--- config.mk ---
export PLATFORM = sky130hd
export DESIGN_NAME = sref_seq
export DESIGN_NICKNAME = d
export VERILOG_FILES = /design/src/rtl/sref_pkg.sv /design/src/rtl/sref_timer.sv /design/src/rtl/sref_cfg_chk.sv /design/src/rtl/sref_seq.sv
export SDC_FILE = /design/constraint.sdc
export NUM_CORES = 1
export LEC_CHECK = 0
export BUFFER_PORTS_ARGS = -buffer_cell sky130_fd_sc_hd__buf_4
export CORE_MARGIN = 2
export CORE_UTILIZATION = 35
export DETAILED_ROUTE_END_ITERATION = 16
export PLACE_DENSITY = 0.51
export SYNTH_ARGS = -nofsm -noshare
export SYNTH_HDL_FRONTEND = slang
export SYNTH_SLANG_ARGS = --single-unit
--- constraint.sdc ---
create_clock -name clk -period 1.7 [get_ports clk]
set_input_delay 0.17 -clock clk [delete_from_list [all_inputs] [get_ports clk]]
set_output_delay 0.17 -clock clk [all_outputs]
set_load 0.1 [all_outputs]
--- src/rtl/sref_pkg.sv ---
package sref_pkg;
  typedef enum logic [2:0] {
    CMD_DESL = 3'd0,
    CMD_REF  = 3'd1,
    CMD_WRA  = 3'd2,
    CMD_RDA  = 3'd3,
    CMD_LAL  = 3'd4
  } cmd_e;

  typedef enum logic [2:0] {
    S_IDLE  = 3'd0,
    S_ENTER = 3'd1,
    S_SREF  = 3'd2,
    S_STAB  = 3'd3,
    S_REFC  = 3'd4,
    S_GAP   = 3'd5,
    S_FIN   = 3'd6
  } state_e;
endpackage

--- src/rtl/sref_timer.sv ---
module sref_timer #(
  parameter int W   = 5,
  parameter int MAX = 20
) (
  input  logic         clk,
  input  logic         rst,
  input  logic         clr,
  output logic [W-1:0] cnt
);
  always_ff @(posedge clk) begin
    if (rst)                 cnt <= '0;
    else if (clr)            cnt <= W'(1);
    else if (cnt != W'(MAX)) cnt <= cnt + 1'b1;
  end
endmodule

--- src/rtl/sref_cfg_chk.sv ---
module sref_cfg_chk #(
  parameter int T_FPDL_MIN = 2,
  parameter int T_FPDL_MAX = 4,
  parameter int L_PDV      = 5,
  parameter int L_PDA      = 2,
  parameter int L_REFC     = 4,
  parameter int L_STAB     = 3
) (
  output logic bad
);
  // window must sit before the fallback limit; recovery must cover the pin-active interval
  assign bad = (T_FPDL_MIN < 1) || (T_FPDL_MIN > T_FPDL_MAX) ||
               (T_FPDL_MAX > L_PDV) || (L_REFC < L_PDA) || (L_STAB < 1);
endmodule

--- src/rtl/sref_seq.sv ---
module sref_seq
  import sref_pkg::*;
#(
  parameter int T_FPDL_MIN = 2,
  parameter int T_FPDL_MAX = 4,
  parameter int L_PDV      = 5,
  parameter int L_CKD      = 4,
  parameter int L_STAB     = 3,
  parameter int L_PDA      = 2,
  parameter int L_REFC     = 4,
  parameter int L_LOCK     = 9
) (
  input  logic       clk,
  input  logic       rst,
  input  logic       req_enter,
  input  logic       req_exit,
  output logic [2:0] cmd_o,
  output logic       pd_o,
  output logic       clk_en_o,
  output logic       busy_o,
  output logic       cmd_ok_o,
  output logic       read_ok_o,
  output logic       cfg_err_o
);
  localparam int CKD_AT = (L_CKD > T_FPDL_MIN) ? L_CKD : T_FPDL_MIN + 1;
  localparam int M1     = (CKD_AT > L_STAB) ? CKD_AT : L_STAB;
  localparam int M2     = (L_REFC > L_LOCK) ? L_REFC : L_LOCK;
  localparam int M3     = (T_FPDL_MAX > L_PDV) ? T_FPDL_MAX : L_PDV;
  localparam int M12    = (M1 > M2) ? M1 : M2;
  localparam int CMAX   = ((M12 > M3) ? M12 : M3) + 3;
  localparam int CW     = $clog2(CMAX + 1);

  state_e        st;
  cmd_e          cmd_q;
  logic          pd_q, clk_en_q, busy_q, cmd_ok_q, read_ok_q, err_q;
  logic          lock_wait;
  logic          cfg_bad;
  logic          adv, lk_clr;
  logic [CW-1:0] cnt, lk, ref_age;

  sref_cfg_chk #(
    .T_FPDL_MIN(T_FPDL_MIN), .T_FPDL_MAX(T_FPDL_MAX), .L_PDV(L_PDV),
    .L_PDA(L_PDA), .L_REFC(L_REFC), .L_STAB(L_STAB)
  ) i_cfg (.bad(cfg_bad));

  // phase timer restarts at 1 on every state change
  always_comb begin
    unique case (st)
      S_IDLE:  adv = req_enter;
      S_ENTER: adv = (cnt == CW'(CKD_AT));
      S_SREF:  adv = req_exit;
      S_STAB:  adv = (cnt == CW'(L_STAB));
      S_REFC:  adv = (cnt == CW'(L_REFC));
      default: adv = 1'b1;
    endcase
  end
  assign lk_clr = (st == S_STAB) && (cnt == CW'(L_STAB));

  sref_timer #(.W(CW), .MAX(CMAX)) i_phase (.clk(clk), .rst(rst), .clr(adv),    .cnt(cnt));
  sref_timer #(.W(CW), .MAX(CMAX)) i_lock  (.clk(clk), .rst(rst), .clr(lk_clr), .cnt(lk));

  always_ff @(posedge clk) begin
    if (rst) begin
      st        <= S_IDLE;
      cmd_q     <= CMD_DESL;
      pd_q      <= 1'b1;
      clk_en_q  <= 1'b1;
      busy_q    <= 1'b0;
      cmd_ok_q  <= 1'b1;
      read_ok_q <= 1'b1;
      lock_wait <= 1'b0;
      err_q     <= 1'b0;
    end else begin
      err_q <= cfg_bad;
      unique case (st)
        S_IDLE: begin
          if (req_enter) begin
            cmd_q     <= CMD_REF;
            busy_q    <= 1'b1;
            cmd_ok_q  <= 1'b0;
            read_ok_q <= 1'b0;
            st        <= S_ENTER;
          end else if (lock_wait && lk >= CW'(L_LOCK)) begin
            read_ok_q <= 1'b1;
            lock_wait <= 1'b0;
          end
        end
        S_ENTER: begin
          cmd_q <= CMD_DESL;
          if (cnt == CW'(T_FPDL_MIN)) pd_q <= 1'b0;
          if (cnt == CW'(CKD_AT)) begin
            clk_en_q <= 1'b0;
            busy_q   <= 1'b0;
            st       <= S_SREF;
          end
        end
        S_SREF: begin
          if (req_exit) begin
            clk_en_q <= 1'b1;
            busy_q   <= 1'b1;
            st       <= S_STAB;
          end
        end
        S_STAB: begin
          if (cnt == CW'(L_STAB)) begin
            pd_q      <= 1'b1;
            lock_wait <= 1'b1;
            st        <= S_REFC;
          end
        end
        S_REFC: begin
          if (cnt == CW'(L_REFC)) begin
            cmd_q <= CMD_REF;
            st    <= S_GAP;
          end
        end
        S_GAP: begin
          cmd_q <= CMD_DESL;
          st    <= S_FIN;
        end
        S_FIN: begin
          cmd_ok_q  <= 1'b1;
          busy_q    <= 1'b0;
          read_ok_q <= (lk >= CW'(L_LOCK));
          if (lk >= CW'(L_LOCK)) lock_wait <= 1'b0;
          st        <= S_IDLE;
        end
        default: st <= S_IDLE;
      endcase
    end
  end

  assign cmd_o     = cmd_q;
  assign pd_o      = pd_q;
  assign clk_en_o  = clk_en_q;
  assign busy_o    = busy_q;
  assign cmd_ok_o  = cmd_ok_q;
  assign read_ok_o = read_ok_q;
  assign cfg_err_o = err_q;

  // cycles since the last refresh on the bus, kept apart from the phase timer
  always_ff @(posedge clk) begin
    if (rst)                          ref_age <= CW'(CMAX);
    else if (cmd_q == CMD_REF)        ref_age <= CW'(1);
    else if (ref_age != CW'(CMAX))    ref_age <= ref_age + 1'b1;
  end

  p_desl_while_pd_low_r2: assert property (@(posedge clk) disable iff (rst)
    !pd_q |-> (cmd_q == CMD_DESL));

  p_pd_fall_window_r3: assert property (@(posedge clk) disable iff (rst)
    $fell(pd_q) |-> (ref_age >= CW'(T_FPDL_MIN) && ref_age <= CW'(T_FPDL_MAX)));

  p_gate_after_ckd_r4: assert property (@(posedge clk) disable iff (rst)
    $fell(clk_en_q) |-> (ref_age >= CW'(L_CKD)));

  p_busy_blocks_cmd_r5: assert property (@(posedge clk) disable iff (rst)
    busy_q |-> !cmd_ok_q);

  p_pd_rise_clock_on_r6: assert property (@(posedge clk) disable iff (rst)
    $rose(pd_q) |-> (clk_en_q && $past(clk_en_q)));

  p_read_after_cmd_r8: assert property (@(posedge clk) disable iff (rst)
    read_ok_q |-> cmd_ok_q);
endmodule

==> results of run 1 <==
[worst max-delay path: stages, from the launching register on]
cell and delay [ps]:
dfxtp_1 400, inv_1 80, ha_1 230, and3b_1 250, o22a_2 260, a2111oi_4 260
[per-stage QoR]
step | total power [mW] | cells
final | 1.089 | 182
after global placement | 0.8748 | 179
after floorplan | 0.8143 | 131
after detailed placement | 0.8795 | 179
after global routing | 1.155 | 182
after CTS | 1.099 | 182
[power groups by stage]
stage / Clock (mW) / Combinational [mW] / Sequential [mW]
after global placement: 0 / 0.362 / 0.513
after floorplan: 0 / 0.220 / 0.595
final: 0.219 / 0.366 / 0.505
after CTS: 0.229 / 0.366 / 0.504
after detailed placement: 0 / 0.365 / 0.515
after global routing: 0.247 / 0.396 / 0.512
[layer usage]
| layer | up-vias | track usage | wire length (um) |
|---|---|---|---|
| met1 | 395 | 0.1818 | 1153 |
| li1 | 468 | - | - |
| met3 | 0 | 0.04545 | 76 |
| met5 | - | 0 | 0 |
| met2 | 16 | 0.1925 | 933 |
| met4 | 0 | 0.01905 | 0 |
[layout by cell type, fill, tap and decap left out, types with 2 or more instances in the layout]
cell	instances
conb_1	3
nand2_1	9
xnor2_1	3
ha_1	6
o21ai_0	5
a211oi_1	2
a31oi_1	2
inv_1	6
buf_4	14
nor2_1	9
nand2b_1	3
clkbuf_4	3
a21oi_1	7
mux2i_1	5
dfxtp_1	18
nand3_1	9
nand4_1	2
nor3_1	7
nor3b_1	2
nor2b_1	3
a21o_1	2
[logic make-up after synthesis]
| logic type | Yosys count | share of synthesized area |
|---|---|---|
| other cells | 1 | 0.003406 |
| mux | 5 | 0.04546 |
| xor+xnor | 3 | 0.02387 |
| flops | 18 | 0.3273 |
| compound gates | 28 | 0.1886 |
| fa+ha+maj | 6 | 0.06818 |
| simple gates | 52 | 0.2580 |
| buf+inv | 16 | 0.08522 |
[cell usage after synthesis (2+ instances only)]
| cell | number |
|---|---|
| xnor2_1 | 3 |
| nand2_1 | 9 |
| nand2b_1 | 3 |
| nor2b_1 | 3 |
| nand4_1 | 2 |
| nor3b_1 | 2 |
| nand3_1 | 9 |
| inv_1 | 6 |
| ha_1 | 6 |
| buf_6 | 2 |
| buf_4 | 4 |
| nor3_1 | 7 |
| buf_2 | 3 |
| o21ai_0 | 5 |
| a31oi_1 | 2 |
| a21o_1 | 2 |
| nor2_1 | 9 |
| a211oi_1 | 2 |
| dfxtp_1 | 18 |
| a21oi_1 | 7 |
| mux2i_1 | 5 |
[final cells by class]
type,instances,area (um2),share of cell area
Tap cell,44,55.05,0.04513
Sequential cell,18,360.3,0.2954
Timing Repair Buffer,14,105.1,0.08615
Clock buffer,3,22.52,0.01846
Multi-Input combinational cell,97,654.4,0.5364
Inverter,6,22.52,0.01846
[worst min path at each step]
stage	start	to	cells after the start
after floorplan	rst	i_phase.cnt[0]	1
after CTS	rst	st[2]	2
after global routing	rst	st[1]	2
after global placement	pd_o	pd_o	1
after detailed placement	pd_o	pd_o	1
final	rst	st[2]	2
[state kept, by name (all words and copies together), names as in the netlist]
signal and cells:
i_lock.cnt 4, i_phase.cnt 4, st 3, busy_o 1, clk_en_o 1, cmd_o 1, cmd_ok_o 1, lock_wait 1
pd_o 1, read_ok_o 1
==> results.sh, run 1 <==
export IMPL_status="finished, final reports clean"
export IMPL_nFillCells=312
export IMPL_synth_seq_area_share=0.3273
export IMPL_hp_class="input port to flop"
export IMPL_avgSynthCellArea_um2=8.535
export IMPL_clkSlewWorstSetupHoldPaths_ps=110
export IMPL_die_area_um2=3611
export IMPL_crit_end="i_phase.cnt[3]"
export IMPL_cp_max_fo=8
export IMPL_final_min_clock_period_ps=1574
export IMPL_clk_latency_ps=290
export IMPL_wl_mm=2.163
export IMPL_hold_viol_final=0
export IMPL_synth_edf_count=0
export IMPL_crit_path_start_kind="flop"
export IMPL_cts_buffer_depth=2
export IMPL_crit_start="i_phase.cnt[0]"
export IMPL_clock_skew_ps=3.518
export IMPL_swShare=0.3970
export IMPL_synthDistinctLibCells=41
export IMPL_yosys_register_bits=18
export IMPL_io_pins=13
export IMPL_setup_tns_ps=0
export IMPL_leakage_nw=0.4652
export IMPL_via_count=879
export IMPL_relSlewSlack=0.6614
export IMPL_power_frac_seq=0.463
export IMPL_fin_nets=150
export IMPL_rsz0062_at_grt="false"
export IMPL_drc_errors=0
export IMPL_gp_congestion=0.7939
export IMPL_postRouteAntennaNets=0
export IMPL_start_util=0.3636
export IMPL_reg2reg_from="i_phase.cnt[0]"
export IMPL_maxCapViolCount=0
export IMPL_timing_reg2reg_worst_path_depth=5
export IMPL_syn_area_um2=1101
export IMPL_fin_crit_sh=0.9257
export IMPL_p_int_mw=0.6565
export IMPL_setup_viol=0
export IMPL_post_dp_cell_area_um2=1197
export IMPL_overflow=0
export IMPL_cts_tree="done"
export IMPL_critPathKind="flop to flop"
export IMPL_cts_inserted_buffers=3
export IMPL_ir_drop_mv=0.4263
export IMPL_rrSetupSlack_ps=130
export IMPL_viasPerCell=4.830
export IMPL_firstDrtPassIters=4
export IMPL_clkPwrFrac=0.201
export IMPL_cts_max_level=1
export IMPL_clock_fmax_mhz=635.4
export IMPL_yosysTopAreaCellShare=0.3273
export IMPL_wl_per_cell_um=11.88
export IMPL_synthArstFlopShare=0
export IMPL_die_h_um=60.09
export IMPL_numPortBuffers=9
export IMPL_core_area_um2=3028
export IMPL_clock_sinks=18
export IMPL_drt_iter0_markers=50
export IMPL_drive_above_1_share=0.1739
export IMPL_synth_flop_cell="dfxtp_1"
export IMPL_cts_hold_buf=0
export IMPL_switchingPower_mw=0.4322
export IMPL_utilization=0.4029
export IMPL_final_max_slew_viol_count=0
export IMPL_n_antenna_cell=0
export IMPL_cp_arrival_ps=1780
export IMPL_synth_cells=129
export IMPL_pre_cts_ws_ps=153.5
export IMPL_first_global_vias=750
export IMPL_ys_warn_count=0
export IMPL_grt_pass1_wl_mm=3.470
export IMPL_num_rows=20
export IMPL_post_cts_resized=0
export IMPL_grt_use_total=0.1291
export IMPL_dp_hpwl_mm=1.603
export IMPL_grt_antenna_before_repair=0
export IMPL_tightest_slew_ps=507.2
export IMPL_powerDensity_nw_per_um2=892.4
export IMPL_cts_root_buf="clkbuf_4"
export IMPL_die_w_um=60.09
export IMPL_hold_slack_ps=145.0
export IMPL_post_cts_buffers=0
export IMPL_syn_to_final_growth_pct=10.80
export IMPL_layout_setup_ws_ps=126.3
export IMPL_cp_required_ps=1900
export IMPL_critPathCaptureType="flop"
export IMPL_p_comb_frac=0.336
export IMPL_final_cell_area_um2=1220
export IMPL_yosys_area_top_type="dfxtp_1"
export IMPL_r2r_end="i_phase.cnt[3]"
export IMPL_grt_max_degree=17
export IMPL_synth_area_leaders="dfxtp_1, ha_1, mux2i_1"
No activity file was read; power rests on OpenSTA's default activity.
==> run 2: changes to the inputs <==
--- a/config.mk
+++ b/config.mk
@@ -5,11 +5,12 @@
 export SDC_FILE = /design/constraint.sdc
 export NUM_CORES = 1
 export LEC_CHECK = 0
+export ABC_AREA = 1
 export BUFFER_PORTS_ARGS = -buffer_cell sky130_fd_sc_hd__buf_4
 export CORE_MARGIN = 2
 export CORE_UTILIZATION = 35
 export DETAILED_ROUTE_END_ITERATION = 16
-export PLACE_DENSITY = 0.51
+export PLACE_DENSITY = 0.52
 export SYNTH_ARGS = -nofsm -noshare
 export SYNTH_HDL_FRONTEND = slang
 export SYNTH_SLANG_ARGS = --single-unit
==> results.sh, run 2 <==
export IMPL_layout_commonest_cell="nand2_1"
export IMPL_p_int_mw=0.8898
export IMPL_leakage_nw=0.5288
export IMPL_rsz0062_at_grt="false"
export IMPL_cts_root_buf="clkbuf_4"
export IMPL_firstDrtPassIters=10
export IMPL_min_to="busy_o"
export IMPL_num_rows=19
export IMPL_wl_mm=2.017
export IMPL_pre_cts_ws_ps=219.1
export IMPL_yosys_area_top_type="dfxtp_1"
export IMPL_violations="design-rule violations"
export IMPL_postRouteAntennaNets=0
export IMPL_clkPwrFrac=0.151
export IMPL_drive_above_1_share=0.2038
export IMPL_multi_input_area_um2=568.0
export IMPL_cts_max_level=1
export IMPL_critPathKind="flop to flop"
export IMPL_synth_area_leaders="dfxtp_1, nand2_1, nand3_1"
export IMPL_syn_to_final_growth_pct=11.14
export IMPL_netlist_top_cells_count="nand2_1, inv_1, dfxtp_1"
export IMPL_post_cts_resized=0
export IMPL_switchingPower_mw=0.9035
export IMPL_viasPerCell=4.798
export IMPL_power_frac_seq=0.331
export IMPL_final_min_clock_period_ps=1485
export IMPL_critPathCaptureType="flop"
export IMPL_grt_use_total=0.1284
export IMPL_clock_skew_ps=1.236
export IMPL_gp_congestion=0.7781
export IMPL_synth_cells=146
export IMPL_start_util=0.3724
export IMPL_avgSynthCellArea_um2=7.156
export IMPL_r2r_end="i_phase.cnt[2]"
export IMPL_clock_fmax_mhz=673.2
export IMPL_drt_iter0_markers=22
export IMPL_numPortBuffers=9
export IMPL_nFillCells=293
export IMPL_timing_reg2reg_worst_path_depth=9
export IMPL_seq_area_um2=360.3
export IMPL_place_inst=184
export IMPL_die_w_um=58.64
export IMPL_post_dp_cell_area_um2=1125
export IMPL_status="finished, violations left"
export IMPL_cts_buffer_depth=2
export IMPL_grt_max_degree=11
export IMPL_grt_antenna_before_repair=0
export IMPL_final_cell_mix="nand2_1, inv_1, dfxtp_1, nand3_1"
export IMPL_ys_warn_count=0
export IMPL_final_cells=188
export IMPL_critPathMaxStageDelay_ps=340
export IMPL_grt_pass1_wl_mm=3.456
export IMPL_synth_edf_count=0
export IMPL_setup_tns_ps=0
export IMPL_cp_slowest_cell="dfxtp_1"
export IMPL_die_h_um=58.64
export IMPL_powerDensity_nw_per_um2=1544
export IMPL_clock_sinks=18
export IMPL_synthArstFlopShare=0
export IMPL_final_cell_area_um2=1161
export IMPL_power_mw=1.793
export IMPL_cts_inserted_buffers=3
export IMPL_n_antenna_cell=0
export IMPL_rrSetupSlack_ps=210
export IMPL_reg2reg_from="i_phase.cnt[0]"
export IMPL_clkSlewWorstSetupHoldPaths_ps=110
export IMPL_io_pins=13
export IMPL_syn_area_um2=1045
export IMPL_hold_viol_final=0
export IMPL_post_cts_buffers=0
export IMPL_reg_top3="i_lock.cnt (4), i_phase.cnt (4), st (3)"
export IMPL_worst_path_most_repeated_cell="nand2_2"
export IMPL_min_from="rst"
export IMPL_ir_drop_mv=0.3472
export IMPL_dp_hpwl_mm=1.573
export IMPL_first_global_vias=857
export IMPL_cts_tree="done"
export IMPL_swShare=0.5038
export IMPL_final_max_slew_viol_count=0
export IMPL_die_area_um2=3438
export IMPL_wl_per_cell_um=10.73
export IMPL_yosys_register_bits=18
export IMPL_utilization=0.4139
export IMPL_yosysTopAreaCellShare=0.3449
export IMPL_hp_class="input port to flop"
export IMPL_maxCapViolCount=0
export IMPL_fin_crit_sh=0.8738
export IMPL_setup_viol=0
export IMPL_synthDistinctLibCells=23
export IMPL_hold_slack_ps=93.75
export IMPL_hold_depth=2
export IMPL_cts_hold_buf=0
export IMPL_crit_path_start_kind="flop"
export IMPL_via_count=902
export IMPL_core_area_um2=2805
export IMPL_cp_arrival_ps=1680
export IMPL_p_comb_frac=0.518
export IMPL_cp_required_ps=1890
export IMPL_cp_max_fo=4
export IMPL_layout_setup_ws_ps=214.5
export IMPL_overflow=0
export IMPL_synth_seq_area_share=0.3449
export IMPL_yosysMostFrequentCell="nand2_1"
export IMPL_drc_errors=2
export IMPL_fin_nets=168
export IMPL_synth_flop_cell="dfxtp_1"
export IMPL_clk_latency_ps=290
export IMPL_crit_chain="inv_1 -> ha_1 -> nand3_2 -> nand3_1 -> nand2_2 -> nor2_4 -> inv_2 -> nand2_2 -> a21oi_2"
run 2: kinds of logic after synthesis:
logic type	after synthesis	share of synthesized area
other	1	0.003589
adder cells (fa/ha/maj)	6	0.07185
AND/OR/NAND/NOR	67	0.3066
buffers and inverters	28	0.1186
flip-flops	18	0.3449
AO/OA/AOI/OAI	22	0.1210
XOR/XNOR	4	0.03354
run 2: worst max path at each step:
stage,startpoint,end,slack [ps],depth (start not counted)
finish,i_phase.cnt[0],i_phase.cnt[2],210,9
detailed placement,i_phase.cnt[0],i_phase.cnt[2],220,9
global placement,i_phase.cnt[0],i_phase.cnt[1],270,9
floorplan,busy_o,busy_o,370,2
global route,i_phase.cnt[0],st[1],70,9
CTS,i_phase.cnt[0],i_phase.cnt[2],210,9
run 2: critical path: cells and delay by family (launching register included):
| family | cells | cell delay, ps |
|---|---|---|
| flops | 1 | 340 |
| buf+inv | 2 | 180 |
| fa+ha+maj | 1 | 250 |
| simple gates | 5 | 580 |
| compound gates | 1 | 40 |
run 2: power by group through the flow:
stage / registers (mW) / clock network, mW / logic, mW
floorplan: 0.862 / 0 / 0.514
global placement: 0.603 / 0 / 0.936
detailed placement: 0.603 / 0 / 0.930
CTS: 0.592 / 0.282 / 0.933
global route: 0.603 / 0.302 / 1.02
finish: 0.594 / 0.270 / 0.930
run 2: per-layer routing:
metal | vias to the layer above | global-route usage | routed length [um]
li1 | 480 | - | -
met1 | 405 | 0.1597 | 988
met2 | 13 | 0.2135 | 929
met3 | 4 | 0.02637 | 65
met4 | 0 | 0.05844 | 32
met5 | - | 0 | 0
run 2: layout make-up:
cell class,count,share of cell area
Clock buffer,4,0.03125
Inverter,24,0.07759
Multi-Input combinational cell,102,0.4892
Sequential cell,18,0.3103
Tap cell,31,0.03341
Timing Repair Buffer,9,0.05819
